<file path="src/rtl/gpc_pkg.sv">
package gpc_pkg;
  localparam int unsigned DATA_W   = 32;
  localparam int unsigned N_CNT    = 3;
  localparam int unsigned CLR_BIT  = 9;
  localparam logic [7:0]  OFS_STAT = 8'h0C;
  localparam logic [7:0]  OFS_CYC  = 8'h10;
  localparam logic [7:0]  OFS_CMD  = 8'h14;
  localparam logic [7:0]  OFS_PIPE = 8'h18;

  typedef enum logic [1:0] {
    CNT_CYC  = 2'd0,
    CNT_CMD  = 2'd1,
    CNT_PIPE = 2'd2
  } cnt_idx_e;
endpackage

</file>
<file path="src/rtl/gpc_counter.sv">
module gpc_counter #(
  parameter int unsigned W = 24
) (
  input  logic         clk_i,
  input  logic         rst_ni,
  input  logic         clr_i,
  input  logic         inc_i,
  output logic [W-1:0] cnt_o
);
  localparam logic [W-1:0] STEP = W'(1);

  logic [W-1:0] cnt_q;

  // clear dominates increment; wrap is silent
  always_ff @(posedge clk_i or negedge rst_ni) begin
    if (!rst_ni)     cnt_q <= '0;
    else if (clr_i)  cnt_q <= '0;
    else if (inc_i)  cnt_q <= cnt_q + STEP;
  end

  assign cnt_o = cnt_q;
endmodule

</file>
<file path="src/rtl/gpc_read_mux.sv">
module gpc_read_mux
  import gpc_pkg::*;
#(
  parameter int unsigned CNT_W  = 24,
  parameter int unsigned ADDR_W = 8
) (
  input  logic                         clk_i,
  input  logic                         rst_ni,
  input  logic                         rd_i,
  input  logic [ADDR_W-1:0]            addr_i,
  input  logic [N_CNT-1:0][CNT_W-1:0]  cnt_i,
  input  logic [2:0]                   stat_i,
  output logic [DATA_W-1:0]            rdata_o,
  output logic                         rvalid_o
);
  localparam int unsigned PAD_W = DATA_W - CNT_W;

  logic [DATA_W-1:0] sel_d;
  logic [DATA_W-1:0] rdata_q;
  logic              rvalid_q;

  always_comb begin
    sel_d = '0;
    if (addr_i == ADDR_W'(OFS_STAT))      sel_d = {{(DATA_W-3){1'b0}}, stat_i};
    else if (addr_i == ADDR_W'(OFS_CYC))  sel_d = {{PAD_W{1'b0}}, cnt_i[CNT_CYC]};
    else if (addr_i == ADDR_W'(OFS_CMD))  sel_d = {{PAD_W{1'b0}}, cnt_i[CNT_CMD]};
    else if (addr_i == ADDR_W'(OFS_PIPE)) sel_d = {{PAD_W{1'b0}}, cnt_i[CNT_PIPE]};
  end

  always_ff @(posedge clk_i or negedge rst_ni) begin
    if (!rst_ni) begin
      rdata_q  <= '0;
      rvalid_q <= 1'b0;
    end else begin
      rvalid_q <= rd_i;
      if (rd_i) rdata_q <= sel_d;
    end
  end

  assign rdata_o  = rdata_q;
  assign rvalid_o = rvalid_q;
endmodule

</file>
<file path="src/rtl/gpc_perf_bank.sv">
module gpc_perf_bank
  import gpc_pkg::*;
#(
  parameter int unsigned CNT_W  = 24,
  parameter int unsigned ADDR_W = 8
) (
  input  logic              clk_i,
  input  logic              rst_ni,
  input  logic              fifo_nempty_i,
  input  logic              pipe_busy_i,
  input  logic              freeze_i,
  input  logic              bus_wr_i,
  input  logic              bus_rd_i,
  input  logic [ADDR_W-1:0] bus_addr_i,
  input  logic [31:0]       bus_wdata_i,
  output logic [31:0]       bus_rdata_o,
  output logic              bus_rvalid_o
);
  logic [N_CNT-1:0][CNT_W-1:0] cnt_q;
  logic [N_CNT-1:0]            inc;
  logic                        clr;
  logic                        unused_wdata;

  assign clr = bus_wr_i && (bus_addr_i == ADDR_W'(OFS_STAT)) && bus_wdata_i[CLR_BIT];
  assign unused_wdata = ^bus_wdata_i;

  assign inc[CNT_CYC]  = 1'b1;   // freeze deliberately not involved
  assign inc[CNT_CMD]  = fifo_nempty_i;
  assign inc[CNT_PIPE] = pipe_busy_i;

  for (genvar g = 0; g < N_CNT; g++) begin : g_cnt
    gpc_counter #(.W(CNT_W)) u_cnt (
      .clk_i  (clk_i),
      .rst_ni (rst_ni),
      .clr_i  (clr),
      .inc_i  (inc[g]),
      .cnt_o  (cnt_q[g])
    );
  end

  gpc_read_mux #(.CNT_W(CNT_W), .ADDR_W(ADDR_W)) u_rd (
    .clk_i    (clk_i),
    .rst_ni   (rst_ni),
    .rd_i     (bus_rd_i),
    .addr_i   (bus_addr_i),
    .cnt_i    (cnt_q),
    .stat_i   ({pipe_busy_i, fifo_nempty_i, freeze_i}),
    .rdata_o  (bus_rdata_o),
    .rvalid_o (bus_rvalid_o)
  );
endmodule

</file>
<file path="config.mk">
export PLATFORM = sky130hd
export DESIGN_NAME = gpc_perf_bank
export DESIGN_NICKNAME = d
export VERILOG_FILES = /design/src/rtl/gpc_pkg.sv /design/src/rtl/gpc_counter.sv /design/src/rtl/gpc_read_mux.sv /design/src/rtl/gpc_perf_bank.sv
export SDC_FILE = /design/constraint.sdc
export NUM_CORES = 1
export LEC_CHECK = 0
export CAP_MARGIN = 20
export CORE_ASPECT_RATIO = 0.6
export CORE_MARGIN = 1.5
export CORE_UTILIZATION = 28
export CTS_CLUSTER_SIZE = 20
export DETAILED_ROUTE_END_ITERATION = 7
export DONT_BUFFER_PORTS = 1
export PLACE_DENSITY_LB_ADDON = 0.08
export SLEW_MARGIN = 20
export SYNTH_ARGS = -nofsm -noshare
export SYNTH_HDL_FRONTEND = slang
export SYNTH_SLANG_ARGS = --single-unit
</file>
<file path="constraint.sdc">
create_clock -name clk_i -period 2.43 [get_ports clk_i]
set_clock_uncertainty 0.15 [all_clocks]
set_input_delay 0.486 -clock clk_i [delete_from_list [all_inputs] [get_ports clk_i]]
set_output_delay 0.486 -clock clk_i [all_outputs]
set_load 0.005 [all_outputs]
</file>
==> results of run 1 <==
-- critical path: stages, from the launching register on --
cell and delay (ps):
dfrtp_1 440, ha_1 220, nand4_1 190, nor3_1 330, or4b_2 620, a21oi_1 160
-- per-layer routing --
metal  vias up  routed length [µm]
met4         0                  82
met1      2025                7830
met2        71                5740
met3         9                 788
met5         -                   0
li1       2034                   -
-- sequential cells by signal, summed over array words and instances, names as in the netlist --
| name | flops |
|---|---|
| u_rd.rvalid_o | 1 |
| u_rd.rdata_o | 24 |
| g_cnt.u_cnt.cnt_o | 72 |
-- Yosys cell counts (all sizes together) --
cell	count	area share [%]
a21oi	33	3.2
a221oi	1	0.17
a31o	1	0.17
and2	3	0.36
and3	6	0.72
and4	11	1.9
and4b	2	0.39
buf	13	1.8
clkbuf	26	1.9
conb	1	0.072
dfrtp	97	47
ha	3	0.72
inv	48	3.5
mux2i	5	0.96
nand2	26	1.9
nand3	28	2.9
nand4	24	2.9
nand4b	1	0.17
nor2	48	3.5
nor2b	24	2.9
nor3	2	0.19
nor4	11	1.3
nor4bb	1	0.19
o21ai	34	3.3
o221ai	1	0.17
o22ai	42	5.1
o31ai	14	2.0
o41ai	1	0.17
or3	11	1.3
or4	18	2.7
or4b	1	0.19
xnor2	19	3.2
xor2	20	3.4
-- worst max-delay path by stage --
stage	startpoint	endpoint	slack, ps	depth (start not counted)
after floorplan	bus_addr_i[2]	g_cnt[1].u_cnt.cnt_o[10]$_DFFE_PN0P_	400	6
after global placement	bus_addr_i[1]	g_cnt[1].u_cnt.cnt_o[23]$_DFFE_PN0P_	310	5
after detailed placement	bus_addr_i[1]	g_cnt[2].u_cnt.cnt_o[19]$_DFFE_PN0P_	220	5
after CTS	g_cnt[0].u_cnt.cnt_o[1]$_DFF_PN0_	g_cnt[0].u_cnt.cnt_o[20]$_DFF_PN0_	270	5
after global routing	g_cnt[0].u_cnt.cnt_o[1]$_DFF_PN0_	g_cnt[0].u_cnt.cnt_o[20]$_DFF_PN0_	60	5
final	g_cnt[1].u_cnt.cnt_o[0]$_DFFE_PN0P_	g_cnt[1].u_cnt.cnt_o[22]$_DFFE_PN0P_	250	5
-- stage by stage --
stage / hold WS (ps) / total power [mW] / instance area [µm²] / utilization (%)
2_1_floorplan: 40.4 / 2.58 / 5210 / -
3_3_place_gp: 45.2 / 2.80 / 5440 / 30.0
3_5_place_dp: 45.0 / 2.81 / 5440 / 30.0
4_1_cts: -335 / 4.26 / 5740 / 31.7
5_1_grt: -341 / 4.47 / 5740 / 31.7
6_report: -321 / 4.18 / 5740 / 31.7
-- kinds of logic after synthesis --
group | after synthesis | share of synthesized area (%)
compound gates | 127 | 14.2
other cells | 1 | 0.0723
mux | 5 | 0.965
flops | 97 | 46.8
buf+inv | 87 | 7.14
xor+xnor | 39 | 6.58
simple gates | 217 | 23.5
fa+ha+maj | 3 | 0.724
-- power groups by stage --
stage,sequential (mW),clock (mW),combinational [mW]
final,2.11,1.40,0.668
after global routing,2.16,1.53,0.772
after CTS,2.11,1.47,0.674
after detailed placement,2.14,0,0.668
after global placement,2.14,0,0.655
after floorplan,2.05,0,0.536
-- layout make-up --
class | count | area (µm²)
Inverter | 48 | 180
Tap cell | 240 | 300
Timing Repair Buffer | 15 | 128
Fill cell | 1912 | 12400
Multi-Input combinational cell | 399 | 2420
Clock inverter | 7 | 60.1
Sequential cell | 97 | 2430
Clock buffer | 9 | 225
==> flow_summary_export.csv, run 1 <==
group,metric,value,unit
outcome,outcome,"complete, but fails checks",
outcome,failed_checks,"negative hold slack",
route,dr.pass1.iters,7,
die,die_w,179,µm
layout,fin_nets,620,
sta,hold_violations,97,
route,ant_nets,0,
die,rows,38,
setup_path,worstPathMaxFanout,5,
global_route,overflow,0,
die,coreArea,18100,µm²
place,dp_worst_setup_slack,215,ps
clock_network,clockBufferDepth,2,
setup_path,cp.arrival,2290,ps
clock_network,cts-resized-gates,0,
power,ir_drop,0.394,mV
place,dp_hpwl,10200,µm
sta,finalSetupViolCount,0,
die,die-area,19400,µm²
layout,n_antenna_cell,0,
global_route,grt_util_met3,3.69,%
global_route,grt_pass1_vias,4028,
route,vias,4139,
setup_path,r2r-start,"g_cnt[1].u_cnt.cnt_o[0]$_DFFE_PN0P_",
power,cellPowerDensity,729,nW/µm²
clock_network,cts_made_buffers,9,
power,power.switching,1.36,mW
sta,tightest_slew,603,ps
global_route,grt_use_met2,21.0,%
route,avgViaCountPerCell,5.08,
setup_path,reg2regPathDepth,5,
global_route,grt_max_degree,98,
global_route,grt_usage,15.8,%
clock_network,clkLatencyLatePin,350,ps
sta,worst_slack,253,ps
logic_synthesis,yosysUniqueCellTypes,38,
clock_network,path_clk_slew,80,ps
layout,fin_cells,815,
place,portBuffers,0,
sta,maxSlewHeadroom,59.4,%
power,combPwrFrac,16.0,%
global_route,antenna_found_initial,0,
sta,fmax,459,MHz
clock_network,cts-root-buf,"clkbuf_16",
clock_network,cts_tree,"done",
setup_path,worstSetupStartpointType,"flip-flop",
clock_network,cts.sinks,97,
logic_synthesis,syn-cell-area,5190,µm²
route,drt_iter0_markers,289,
layout,areaGrowthSynthToFinish,10.6,%
logic_synthesis,synth_cells,576,
global_route,grt_pass1_wl,23100,µm
sta,period_minus_slack,2180,ps
power,power_frac_clock,33.5,%
setup_path,r2r_slack,250,ps
sta,rsz0062_at_grt,"false",
setup_path,endpoint_kind,"flip-flop",
sta,setup-tns-final,0,ps
sta,finalMaxSlewViolations,0,
power,seqPwrFrac,50.5,%
die,start_util,28.6,%
clock_network,htreeDepth,3,
layout,layout_common_cells,"dfrtp_1 (97), inv_1 (48), nor2_1 (48)",
die,io_pins,80,
logic_synthesis,ys_seq_elements,97,
logic_synthesis,yosysWarnings,0,
die,die_y,108,µm
power,p_int,2.83,mW
power,p_sw_share,32.4,%
setup_path,worst-setup-path-type,"flip-flop to flip-flop",
route,wl_per_cell,17.7,µm
route,drc,0,
power,p_leak,2.25,nW
logic_synthesis,yosysSeqAreaShare,46.8,%
sta,hold_ws,-321,ps
hold_path,hold_path.class,"input pin to asynchronous set/reset pin",
sta,fin_crit_sh,89.6,%
place,place_congestion,0.781,
route,wirelength,14400,µm
layout,final_common_cell,"dfrtp_1",
place,dp_cells,798,
clock_network,post-cts-setup-buffers,0,
setup_path,reg2reg_to,"g_cnt[1].u_cnt.cnt_o[22]$_DFFE_PN0P_",
layout,final_layout_size_suffix_gt1_share,6.09,%
job,maxCapViolations,0,
clock_network,cts.hold.buffers_added,1,
global_route,use_met1,25.4,%
setup_path,required,2550,ps
global_route,busiest_layer,"met1",
logic_synthesis,syn_avg_cell_area,9.01,µm²
Power figures use the tool's default switching activity.
==> run 2, diff against run 1 <==
--- a/config.mk
+++ b/config.mk
@@ -13,7 +13,7 @@
 export DETAILED_ROUTE_END_ITERATION = 7
 export DONT_BUFFER_PORTS = 1
 export PLACE_DENSITY_LB_ADDON = 0.08
-export SLEW_MARGIN = 20
+export SLEW_MARGIN = 15
 export SYNTH_ARGS = -nofsm -noshare
 export SYNTH_HDL_FRONTEND = slang
 export SYNTH_SLANG_ARGS = --single-unit
==> results of run 2 <==
Final layout, timing and power as in run 1 (identical DEF).
==> run 3, diff against run 2 <==
--- a/config.mk
+++ b/config.mk
@@ -12,6 +12,7 @@
 export CTS_CLUSTER_SIZE = 20
 export DETAILED_ROUTE_END_ITERATION = 7
 export DONT_BUFFER_PORTS = 1
+export MAX_ROUTING_LAYER = met4
 export PLACE_DENSITY_LB_ADDON = 0.08
 export SLEW_MARGIN = 15
 export SYNTH_ARGS = -nofsm -noshare
==> constraint.sdc (replaced) <==
create_clock -name clk_i -period 2.7 [get_ports clk_i]
set_clock_uncertainty 0.15 [all_clocks]
set_input_delay 0.54 -clock clk_i [delete_from_list [all_inputs] [get_ports clk_i]]
set_output_delay 0.54 -clock clk_i [all_outputs]
set_load 0.005 [all_outputs]
==> run 3 against run 2 <==
Against the previous run:
- the flow still finishes with violations (negative hold slack)
- sequential power shrank 9%
- non-clock buffer count shrank 7
- clock power is essentially flat
- register-to-register slack improved by 210 ps
- worst setup slack improved by 210 ps
- cell area down 0.35%
- clock-buffer cell count is the same
- first-iteration DRC count is 3.1% lower
- critical endpoint is now g_cnt[2].u_cnt.cnt_o[21]$_DFFE_PN0P_
==> flow_summary_export.csv, run 3 (synthesized netlist as in run 1, its figures left out) <==
group,metric,value,unit
outcome,outcome,"complete, but fails checks",
outcome,failed_checks,"negative hold slack",
setup_path,slowest_delay,560,ps
layout,largest_register_ff_count,72,
route,avgViaCountPerCell,5.15,
setup_path,cp.arrival,2360,ps
die,die-area,19400,µm²
setup_path,r2r-start,"g_cnt[2].u_cnt.cnt_o[2]$_DFFE_PN0P_",
setup_path,endpoint,"g_cnt[2].u_cnt.cnt_o[21]$_DFFE_PN0P_",
setup_path,cp_slowest_cell,"or4_1",
hold_path,hold_path.class,"input pin to asynchronous set/reset pin",
clock_network,cts-root-buf,"clkbuf_16",
clock_network,cts-resized-gates,0,
route,drc,0,
setup_path,cp_num_buf_inv,0,
setup_path,worst-setup-path-type,"flip-flop to flip-flop",
setup_path,endpoint_kind,"flip-flop",
sta,rsz0062_at_grt,"false",
die,coreArea,18100,µm²
setup_path,path_delay_family,"simple AND/OR/NAND/NOR gates",
global_route,overflow,0,
sta,finalSetupViolCount,0,
route,drt_iter0_markers,280,
global_route,grt_max_degree,98,
die,start_util,28.6,%
layout,n_antenna_cell,0,
clock_network,htreeDepth,3,
layout,final_common_cell,"dfrtp_1",
route,ant_nets,0,
layout,final_layout_size_suffix_gt1_share,5.11,%
clock_network,clockBufferDepth,2,
setup_path,reg2regPathDepth,4,
global_route,grt_usage,16.4,%
route,wirelength,14300,µm
layout,layout_common_cells,"dfrtp_1 (97), inv_1 (48), nor2_1 (48)",
layout,multi_input_area,2420,µm²
route,vias,4163,
global_route,grt_pass1_vias,3902,
clock_network,cts.sinks,97,
clock_network,cts_tree,"done",
sta,setup-tns-final,0,ps
setup_path,path_cells,"and4_1 -> nand4_1 -> or4_1 -> a21oi_1",
place,portBuffers,0,
sta,hold_ws,-269,ps
global_route,antenna_found_initial,1,
die,die_y,108,µm
power,ir_drop,0.353,mV
power,p_leak,2.23,nW
global_route,grt_pass1_wl,23200,µm
die,rows,38,
setup_path,worstSetupStartpointType,"flip-flop",
setup_path,crit_cells,4,
route,wl_per_cell,17.8,µm
clock_network,path_clk_slew,70,ps
sta,fin_crit_sh,82.7,%
clock_network,cts_made_buffers,9,
setup_path,r2r_slack,470,ps
sta,period_minus_slack,2230,ps
route,dr.pass1.iters,4,
setup_path,required,2820,ps
job,maxCapViolations,0,
sta,tightest_slew,571,ps
layout,seq_area,2430,µm²
sta,finalMaxSlewViolations,0,
place,dp_hpwl,10000,µm
sta,fmax,448,MHz
die,io_pins,80,
place,place_congestion,0.769,
clock_network,post-cts-setup-buffers,0,
setup_path,setup.worst_path.start,"g_cnt[2].u_cnt.cnt_o[2]$_DFFE_PN0P_",
sta,hold_violations,97,
layout,areaGrowthSynthToFinish,10.2,%
setup_path,worstPathMaxFanout,11,
layout,fillers,1903,
die,die_w,179,µm
clock_network,clkLatencyLatePin,350,ps
layout,fin_nets,613,
sta,maxSlewHeadroom,61.6,%
power,cellPowerDensity,680,nW/µm²
setup_path,reg2reg_to,"g_cnt[2].u_cnt.cnt_o[21]$_DFFE_PN0P_",
run 3: cell types whose count changed in the layout (fill, tap and decap cells not counted):
| cell | delta |
|---|---|
| buf_4 | -6 |
| bufinv_16 | +2 |
| clkinv_2 | +1 |
| clkinvlp_4 | +1 |
| dlygate4sd3_1 | -1 |
| inv_6 | -3 |
| inv_8 | -1 |
run 3: worst min path at each step:
stage | startpoint | end | slack [ps] | cells past startpoint
final | rst_ni | g_cnt[2].u_cnt.cnt_o[17]$_DFFE_PN0P_ | -270 | 0
after detailed placement | rst_ni | g_cnt[2].u_cnt.cnt_o[18]$_DFFE_PN0P_ | 100 | 0
after CTS | rst_ni | g_cnt[2].u_cnt.cnt_o[20]$_DFFE_PN0P_ | -280 | 0
after floorplan | rst_ni | g_cnt[0].u_cnt.cnt_o[0]$_DFF_PN0_ | 90 | 0
after global placement | rst_ni | g_cnt[2].u_cnt.cnt_o[18]$_DFFE_PN0P_ | 100 | 0
after global routing | rst_ni | g_cnt[2].u_cnt.cnt_o[20]$_DFFE_PN0P_ | -290 | 0
run 3: per-layer routing:
metal,share of wire (%),track usage [%],up-vias
met5,0,-,-
met4,1.2,3.75,0
met3,5.2,4.68,13
met2,39,20.3,85
met1,55,25.3,2047
li1,-,-,2018
run 3: cell type report:
type / count / area share [%]
sequential: 97 / 42.5
multi-input combinational: 399 / 42.3
tap: 240 / 5.25
clock buffer: 9 / 3.94
inverter: 48 / 3.15
clock inverter: 7 / 1.66
timing repair buffer: 8 / 1.27
run 3: power by group:
group | leakage (nW) | internal [mW] | switching [mW]
combinational | 0.795 | 0.250 | 0.312
sequential | 1.30 | 1.64 | 0.286
clock | 0.144 | 0.811 | 0.592
total | 2.23 | 2.70 | 1.19
run 3: metrics by stage:
stage | total power, mW | instance area [µm²] | std cells | utilization, % | setup slack, ps
after global routing | 4.11 | 5720 | 808 | 31.6 | 329
after global placement | 2.49 | 5400 | 792 | 29.8 | 523
after detailed placement | 2.51 | 5400 | 792 | 29.8 | 480
final | 3.89 | 5720 | 808 | 31.6 | 466
after floorplan | 2.32 | 5210 | 583 | - | 615
after CTS | 3.94 | 5720 | 808 | 31.6 | 472
